**src/rtl/fm_tmr_pkg.sv**
```systemverilog
package fm_tmr_pkg;
  localparam logic [7:0] IDX_PRE1 = 8'h02;
  localparam logic [7:0] IDX_PRE2 = 8'h03;
  localparam logic [7:0] IDX_CTRL = 8'h04;
  localparam int unsigned CB_CLR  = 7;
  localparam int unsigned CB_MSK1 = 6;
  localparam int unsigned CB_MSK2 = 5;
  localparam int unsigned CB_RUN2 = 1;
  localparam int unsigned CB_RUN1 = 0;
  localparam int unsigned N_TMR   = 2;
endpackage

```
**src/rtl/fm_tick_gen.sv**
```systemverilog
module fm_tick_gen #(
  parameter int unsigned CLK_HZ    = 50_000_000,
  parameter int unsigned PERIOD_US = 80
) (
  input  logic clk_i,
  input  logic rst_ni,
  output logic tick_o
);
  localparam int unsigned CYC_US = CLK_HZ / 1_000_000;
  localparam int unsigned DIV_RAW = CYC_US * PERIOD_US;
  localparam int unsigned DIV = (DIV_RAW < 1) ? 1 : DIV_RAW;
  localparam int unsigned W = (DIV > 1) ? $clog2(DIV) : 1;

  logic [W-1:0] cnt_q;

  assign tick_o = (cnt_q == W'(DIV - 1));

  always_ff @(posedge clk_i or negedge rst_ni) begin
    if (!rst_ni)     cnt_q <= '0;
    else if (tick_o) cnt_q <= '0;
    else             cnt_q <= cnt_q + 1'b1;
  end


  tick_single_chk: assert property (@(posedge clk_i) disable iff (!rst_ni)
    ((DIV > 1) && tick_o) |=> !tick_o);
endmodule

```
**src/rtl/fm_preset_timer.sv**
```systemverilog
module fm_preset_timer #(
  parameter int unsigned CNT_W = 8
) (
  input  logic             clk_i,
  input  logic             rst_ni,
  input  logic             run_i,
  input  logic             tick_i,
  input  logic [CNT_W-1:0] preset_i,
  output logic             ovf_o
);
  logic [CNT_W-1:0] cnt_q;
  logic             run_q;

  // a start edge loads the preset and takes no tick in that cycle
  assign ovf_o = run_i && run_q && tick_i && (cnt_q == '1);

  always_ff @(posedge clk_i or negedge rst_ni) begin
    if (!rst_ni) begin
      cnt_q <= '0;
      run_q <= 1'b0;
    end else begin
      run_q <= run_i;
      if (run_i && !run_q)     cnt_q <= preset_i;
      else if (run_i && tick_i) cnt_q <= (cnt_q == '1) ? preset_i : cnt_q + 1'b1;
    end
  end


  reload_chk: assert property (@(posedge clk_i) disable iff (!rst_ni)
    ovf_o |=> (cnt_q == $past(preset_i)));


  hold_chk: assert property (@(posedge clk_i) disable iff (!rst_ni)
    !run_i |=> $stable(cnt_q));
endmodule

```
**src/rtl/fm_timer_unit.sv**
```systemverilog
module fm_timer_unit
  import fm_tmr_pkg::*;
#(
  parameter int unsigned CLK_HZ     = 50_000_000,
  parameter int unsigned T1_US      = 80,
  parameter int unsigned T2_US      = 320,
  parameter logic [4:0]  VARIANT_ID = 5'h06
) (
  input  logic       clk_i,
  input  logic       rst_ni,
  input  logic       wr_i,
  input  logic       bank_i,
  input  logic       sel_data_i,
  input  logic [7:0] wdata_i,
  output logic [7:0] status_o,
  output logic       irq_o
);
  logic [7:0]            idx_q;
  logic [N_TMR-1:0][7:0] preset_q;
  logic [N_TMR-1:0]      start_q, mask_q, flag_q, tick, ovf;
  logic                  wr_addr, wr_data, ctrl_wr, clr_cmd;

  assign wr_addr = wr_i && !bank_i && !sel_data_i;
  assign wr_data = wr_i && !bank_i && sel_data_i;
  assign ctrl_wr = wr_data && (idx_q == IDX_CTRL);
  assign clr_cmd = ctrl_wr && wdata_i[CB_CLR];

  always_ff @(posedge clk_i or negedge rst_ni) begin
    if (!rst_ni) begin
      idx_q    <= '0;
      preset_q <= '0;
      start_q  <= '0;
      mask_q   <= '0;
    end else begin
      if (wr_addr) idx_q <= wdata_i;
      if (wr_data && idx_q == IDX_PRE1) preset_q[0] <= wdata_i;
      if (wr_data && idx_q == IDX_PRE2) preset_q[1] <= wdata_i;
      if (ctrl_wr && !wdata_i[CB_CLR]) begin
        start_q <= {wdata_i[CB_RUN2], wdata_i[CB_RUN1]};
        mask_q  <= {wdata_i[CB_MSK2], wdata_i[CB_MSK1]};
      end
    end
  end

  for (genvar g = 0; g < N_TMR; g++) begin : g_tmr
    localparam int unsigned PER_US = (g == 0) ? T1_US : T2_US;

    fm_tick_gen #(.CLK_HZ(CLK_HZ), .PERIOD_US(PER_US)) u_tick (
      .clk_i (clk_i),
      .rst_ni(rst_ni),
      .tick_o(tick[g])
    );

    fm_preset_timer #(.CNT_W(8)) u_tmr (
      .clk_i   (clk_i),
      .rst_ni  (rst_ni),
      .run_i   (start_q[g]),
      .tick_i  (tick[g]),
      .preset_i(preset_q[g]),
      .ovf_o   (ovf[g])
    );

    // overflow wins over a clear in the same cycle
    always_ff @(posedge clk_i or negedge rst_ni) begin
      if (!rst_ni)                     flag_q[g] <= 1'b0;
      else if (ovf[g] && !mask_q[g])   flag_q[g] <= 1'b1;
      else if (clr_cmd)                flag_q[g] <= 1'b0;
    end
  end

  assign irq_o    = |flag_q;
  assign status_o = {irq_o, flag_q[0], flag_q[1], VARIANT_ID};


  clr_drops_irq_chk: assert property (@(posedge clk_i) disable iff (!rst_ni)
    (clr_cmd && !(|ovf)) |=> !irq_o);


  masked_no_flag_chk: assert property (@(posedge clk_i) disable iff (!rst_ni)
    (ovf[0] && mask_q[0] && !flag_q[0] && !clr_cmd) |=> !flag_q[0]);


  ovf_beats_clr_chk: assert property (@(posedge clk_i) disable iff (!rst_ni)
    (clr_cmd && ovf[0] && !mask_q[0]) |=> flag_q[0]);


  right_bank_inert_chk: assert property (@(posedge clk_i) disable iff (!rst_ni)
    (wr_i && bank_i) |=> ($stable(idx_q) && $stable(preset_q) && $stable(start_q)
                          && $stable(mask_q)));
endmodule

```
**config.mk**
```make
export PLATFORM = sky130hd
export DESIGN_NAME = fm_timer_unit
export DESIGN_NICKNAME = d
export VERILOG_FILES = /design/src/rtl/fm_tmr_pkg.sv /design/src/rtl/fm_tick_gen.sv /design/src/rtl/fm_preset_timer.sv /design/src/rtl/fm_timer_unit.sv
export SDC_FILE = /design/constraint.sdc
export NUM_CORES = 1
export LEC_CHECK = 0
export BUFFER_PORTS_ARGS = -buffer_cell sky130_fd_sc_hd__buf_2
export CAP_MARGIN = 20
export CORE_MARGIN = 2
export CORE_UTILIZATION = 60
export CTS_CLUSTER_SIZE = 28
export DETAILED_ROUTE_END_ITERATION = 12
export PLACE_DENSITY = 0.8
export SYNTH_ARGS = -nofsm -noshare
export SYNTH_HDL_FRONTEND = slang
export SYNTH_SLANG_ARGS = --single-unit
```
**constraint.sdc**
```tcl
create_clock -name clk_i -period 2.4 [get_ports clk_i]
set_input_delay 0.24 -clock clk_i [delete_from_list [all_inputs] [get_ports clk_i]]
set_output_delay 0.24 -clock clk_i [all_outputs]
set_load 0.01 [all_outputs]
```
==> metrics.md <==
| Metric | Value |
|---|---|
| Setup violations, final | 0 |
| M1 GR Usage | 31.1% |
| Vias | 2551 |
| Rel. slew slack | 57.2% |
| Placed wire-length estimate | 4620 um |
| Layout cells sized above 1 | 21.5% |
| Yosys reg bits | 74 |
| Top cell type's share of synthesized area | 50.7% |
| Fin crit share | 78.7% |
| Area delta synth->final | 10.2% |
| Post-synthesis instance area | 0.00365 mm^2 |
| DP Area | 0.00378 mm^2 |
| Largest cells by area after synthesis | dfrtp_1 (51%), mux2_2 (8.6%), xnor2_1 (2.9%), nand2_1 (2.6%), nor2_1 (2.4%) |
| Met2 Use GR | 36.3% |
| First-pass GRT wire length | 11600 um |
| Syn. warnings | 0 |
| GRT overflow | 0 |
| Crit path buffers/inverters | 0 |
| DR pass1 iterations | 4 |
| Worst Clk Skew | 9.43 ps |
| Crit path DAT | 2150 ps |
| CTS buffer count | 9 |
| Mapped Cells | 326 |
| Die height | 82.0 um |
| Largest net degree at the start of global routing | 75 |
| Crit Path Max Fanout | 8 |
| Synth cell types | 52 |
| CTS max path bufs | 2 |
| CP Capture Type | flip-flop |
| Vias in the first global route | 2426 |
| RSZ-0062 raised after global routing | false |
| Initial antenna violation count | 0 |
| Leak Pwr | 0.00180 uW |
| Worst hold path type | in2reg |
| Leading area contributor after synthesis | dfrtp_1 |
| # DRC | 0 |
| Drt via density | 6.02 |
| Synth Flop Type | dfrtp_1 |
| Outcome | finished clean |
| GR peak layer | met2 |
| ANT cells | 0 |
| All-layer global routing usage | 23.0% |
| Worst slew pin tran | 639 ps |
| Met3 usage | 4.62% |
| I/O Buffers | 16 |
| Clock transition at path regs | 80 ps |
| Worst-Skew Late Latency | 340 ps |
| Max IR drop VDD | 0.581 mV |
| Chip width | 82.0 um |
| WP data required | 2660 ps |
| CTS tree | yes |
| Final Cell Area | 0.00403 mm^2 |
| PwrDens | 696 mW/mm^2 |
| Die ar. | 0.00673 mm^2 |
| Final hold vios | 0 |
| FMAX | 0.529 GHz |
| Post-Syn Area per Cell | 11.2 um^2 |
| Total wire length | 6840 um |
| Root Driver | clkbuf_8 |
| IO Count | 22 |
| Asr flop ratio synth | 100% |
| Core area | 0.00589 mm^2 |
| Critical path cell sequence | ha_1, and2_1, a41oi_2, or4_1, o211ai_1 |
| CTS sink cnt | 74 |
| Setup TNS | 0 ps |
| Post-DR wirelength/cell | 16.1 um |
| CP top delay family | simple AND/OR/NAND/NOR gates |
| Initial Util | 62.1% |
| Startpoint types | flip-flop |
| Max Slew Vio Count | 0 |
| Worst path slowest cell | or4_1 |
| Antenna Nets Post-Route | 0 |
| Number of max-cap violations | 0 |
| Sequential area share after synthesis | 50.7% |
| Crit path largest cell delay | 460 ps |
| Final min period | 1890 ps |
| 1st-iter DRT viols | 172 |
| Post-CTS Setup Repair Bufs | 0 |
| Cell row count | 28 |
| CTS H-tree depth | 3 |
| Setup CP Type | reg2reg |
| Nets | 361 |
| EDFF count, synth | 0 |
| GP Congestion | 0.883 |
[report_power, final]
group / leakage (uW) / internal, uW / switching, uW
Clock: 0.000119 / 669 / 456
Combinational: 0.000705 / 119 / 127
Sequential: 0.000981 / 1340 / 94.1
[final timing paths]
| kind | slack, ps | endpoint | cells past startpoint | startpoint |
|---|---|---|---|---|
| worst max-delay path | 510 | g_tmr[1].u_tmr.cnt_q[6] | 5 | g_tmr[1].u_tick.cnt_q[0] |
| worst min-delay path | 180 | preset_q[11] | 2 | wdata_i[3] |
| worst max register to register | 510 | g_tmr[1].u_tmr.cnt_q[6] | 5 | g_tmr[1].u_tick.cnt_q[0] |
| worst min register to register | 460 | g_tmr[1].u_tmr.run_q | 0 | start_q[1] |
| max in group asynchronous | 1650 | g_tmr[0].u_tick.cnt_q[4] | 3 | rst_ni |
| min in group asynchronous | 450 | g_tmr[1].u_tick.cnt_q[2] | 3 | rst_ni |
[kinds of logic (layout without fill, tap and decap cells)]
kind of cell             Yosys count  after routing  synth area share (%)
buffers and inverters             21             41                  3.05
AND/OR/NAND/NOR                  117            117                  19.2
multiplexers                      35             35                  10.5
other                              2              5                 0.206
AO/OA/AOI/OAI                     54             54                  10.4
XOR/XNOR                          19             19                  4.55
flip-flops                        74             74                  50.7
adder cells (fa/ha/maj)            4              4                  1.37
[cells in the final DEF (no fill, tap or decap), types with 6 or more instances in the layout]
cell type / synthesis / final
a21oi_1: 16 / 16
o21ai_0: 14 / 14
xor2_1: 7 / 7
nand3_1: 13 / 13
nor2_1: 23 / 23
nand2_1: 25 / 25
clkbuf_8: 0 / 12
nor4_1: 10 / 10
inv_1: 6 / 6
nand4_1: 9 / 9
mux2_2: 28 / 28
buf_2: 2 / 16
mux2i_1: 7 / 7
dfrtp_1: 74 / 74
xnor2_1: 12 / 12
[flip-flops by register name, summed over array words and instances (netlist names)]
signal,flops
g_tmr.u_tmr.cnt_q,16
preset_q,16
g_tmr.u_tick.cnt_q,26
mask_q,2
idx_q,8
start_q,2
status_o,2
g_tmr.u_tmr.run_q,2
[per-stage QoR]
step                hold WS [ps]  utilization [%]  setup WS [ps]  power (uW)  std cells
floorplan                  -55.6                -            707        1600        329
global placement             300             64.2            556        1670        407
detailed placement           298             64.2            525        1700        407
CTS                          170             68.4            512        2810        424
global route                 171             68.4            340        2920        424
finish                       177             68.4            511        2800        424
[Yosys cell counts (2+ instances only)]
master,n
dfrtp_1,74
mux2_2,28
nand2_1,25
nor2_1,23
a21oi_1,16
o21ai_0,14
nand3_1,13
xnor2_1,12
nor4_1,10
nand4_1,9
buf_4,8
mux2i_1,7
xor2_1,7
inv_1,6
and4_1,5
nor2b_1,5
a41o_1,4
and3_1,4
clkbuf_1,4
ha_1,4
o2bb2ai_1,4
a41oi_2,3
nand2b_1,3
a22oi_1,2
and4b_1,2
buf_2,2
conb_1,2
nor3_1,2
nor3b_2,2
nor4_4,2
o31ai_1,2
or3_1,2
[worst register-to-register path: stages, from the launching register on]
cell,delay [ps]
dfrtp_1,410
ha_1,390
and2_1,220
a41oi_2,240
or4_1,460
o211ai_1,100
[cell type report]
class | count | area (um^2)
clock inverters | 4 | 72.6
clock buffers | 12 | 165
fillers | 434 | 1860
flip-flops and latches | 74 | 1850
multi-input cells | 234 | 1700
repair buffers | 19 | 118
well taps | 75 | 93.8
inverters | 6 | 22.5
[layer usage]
| metal | up-vias | wire length, um |
|---|---|---|
| met5 | - | 0 |
| met4 | 0 | 125 |
| met3 | 13 | 300 |
| met2 | 84 | 3210 |
| met1 | 1236 | 3210 |
| li1 | 1218 | - |
[what timing repair did]
item	4_1_cts	5_1_grt
hold buffers	1	0
resized for setup	0	0
hold endpoints to repair	74	0
Power figures use the tool's default switching activity.
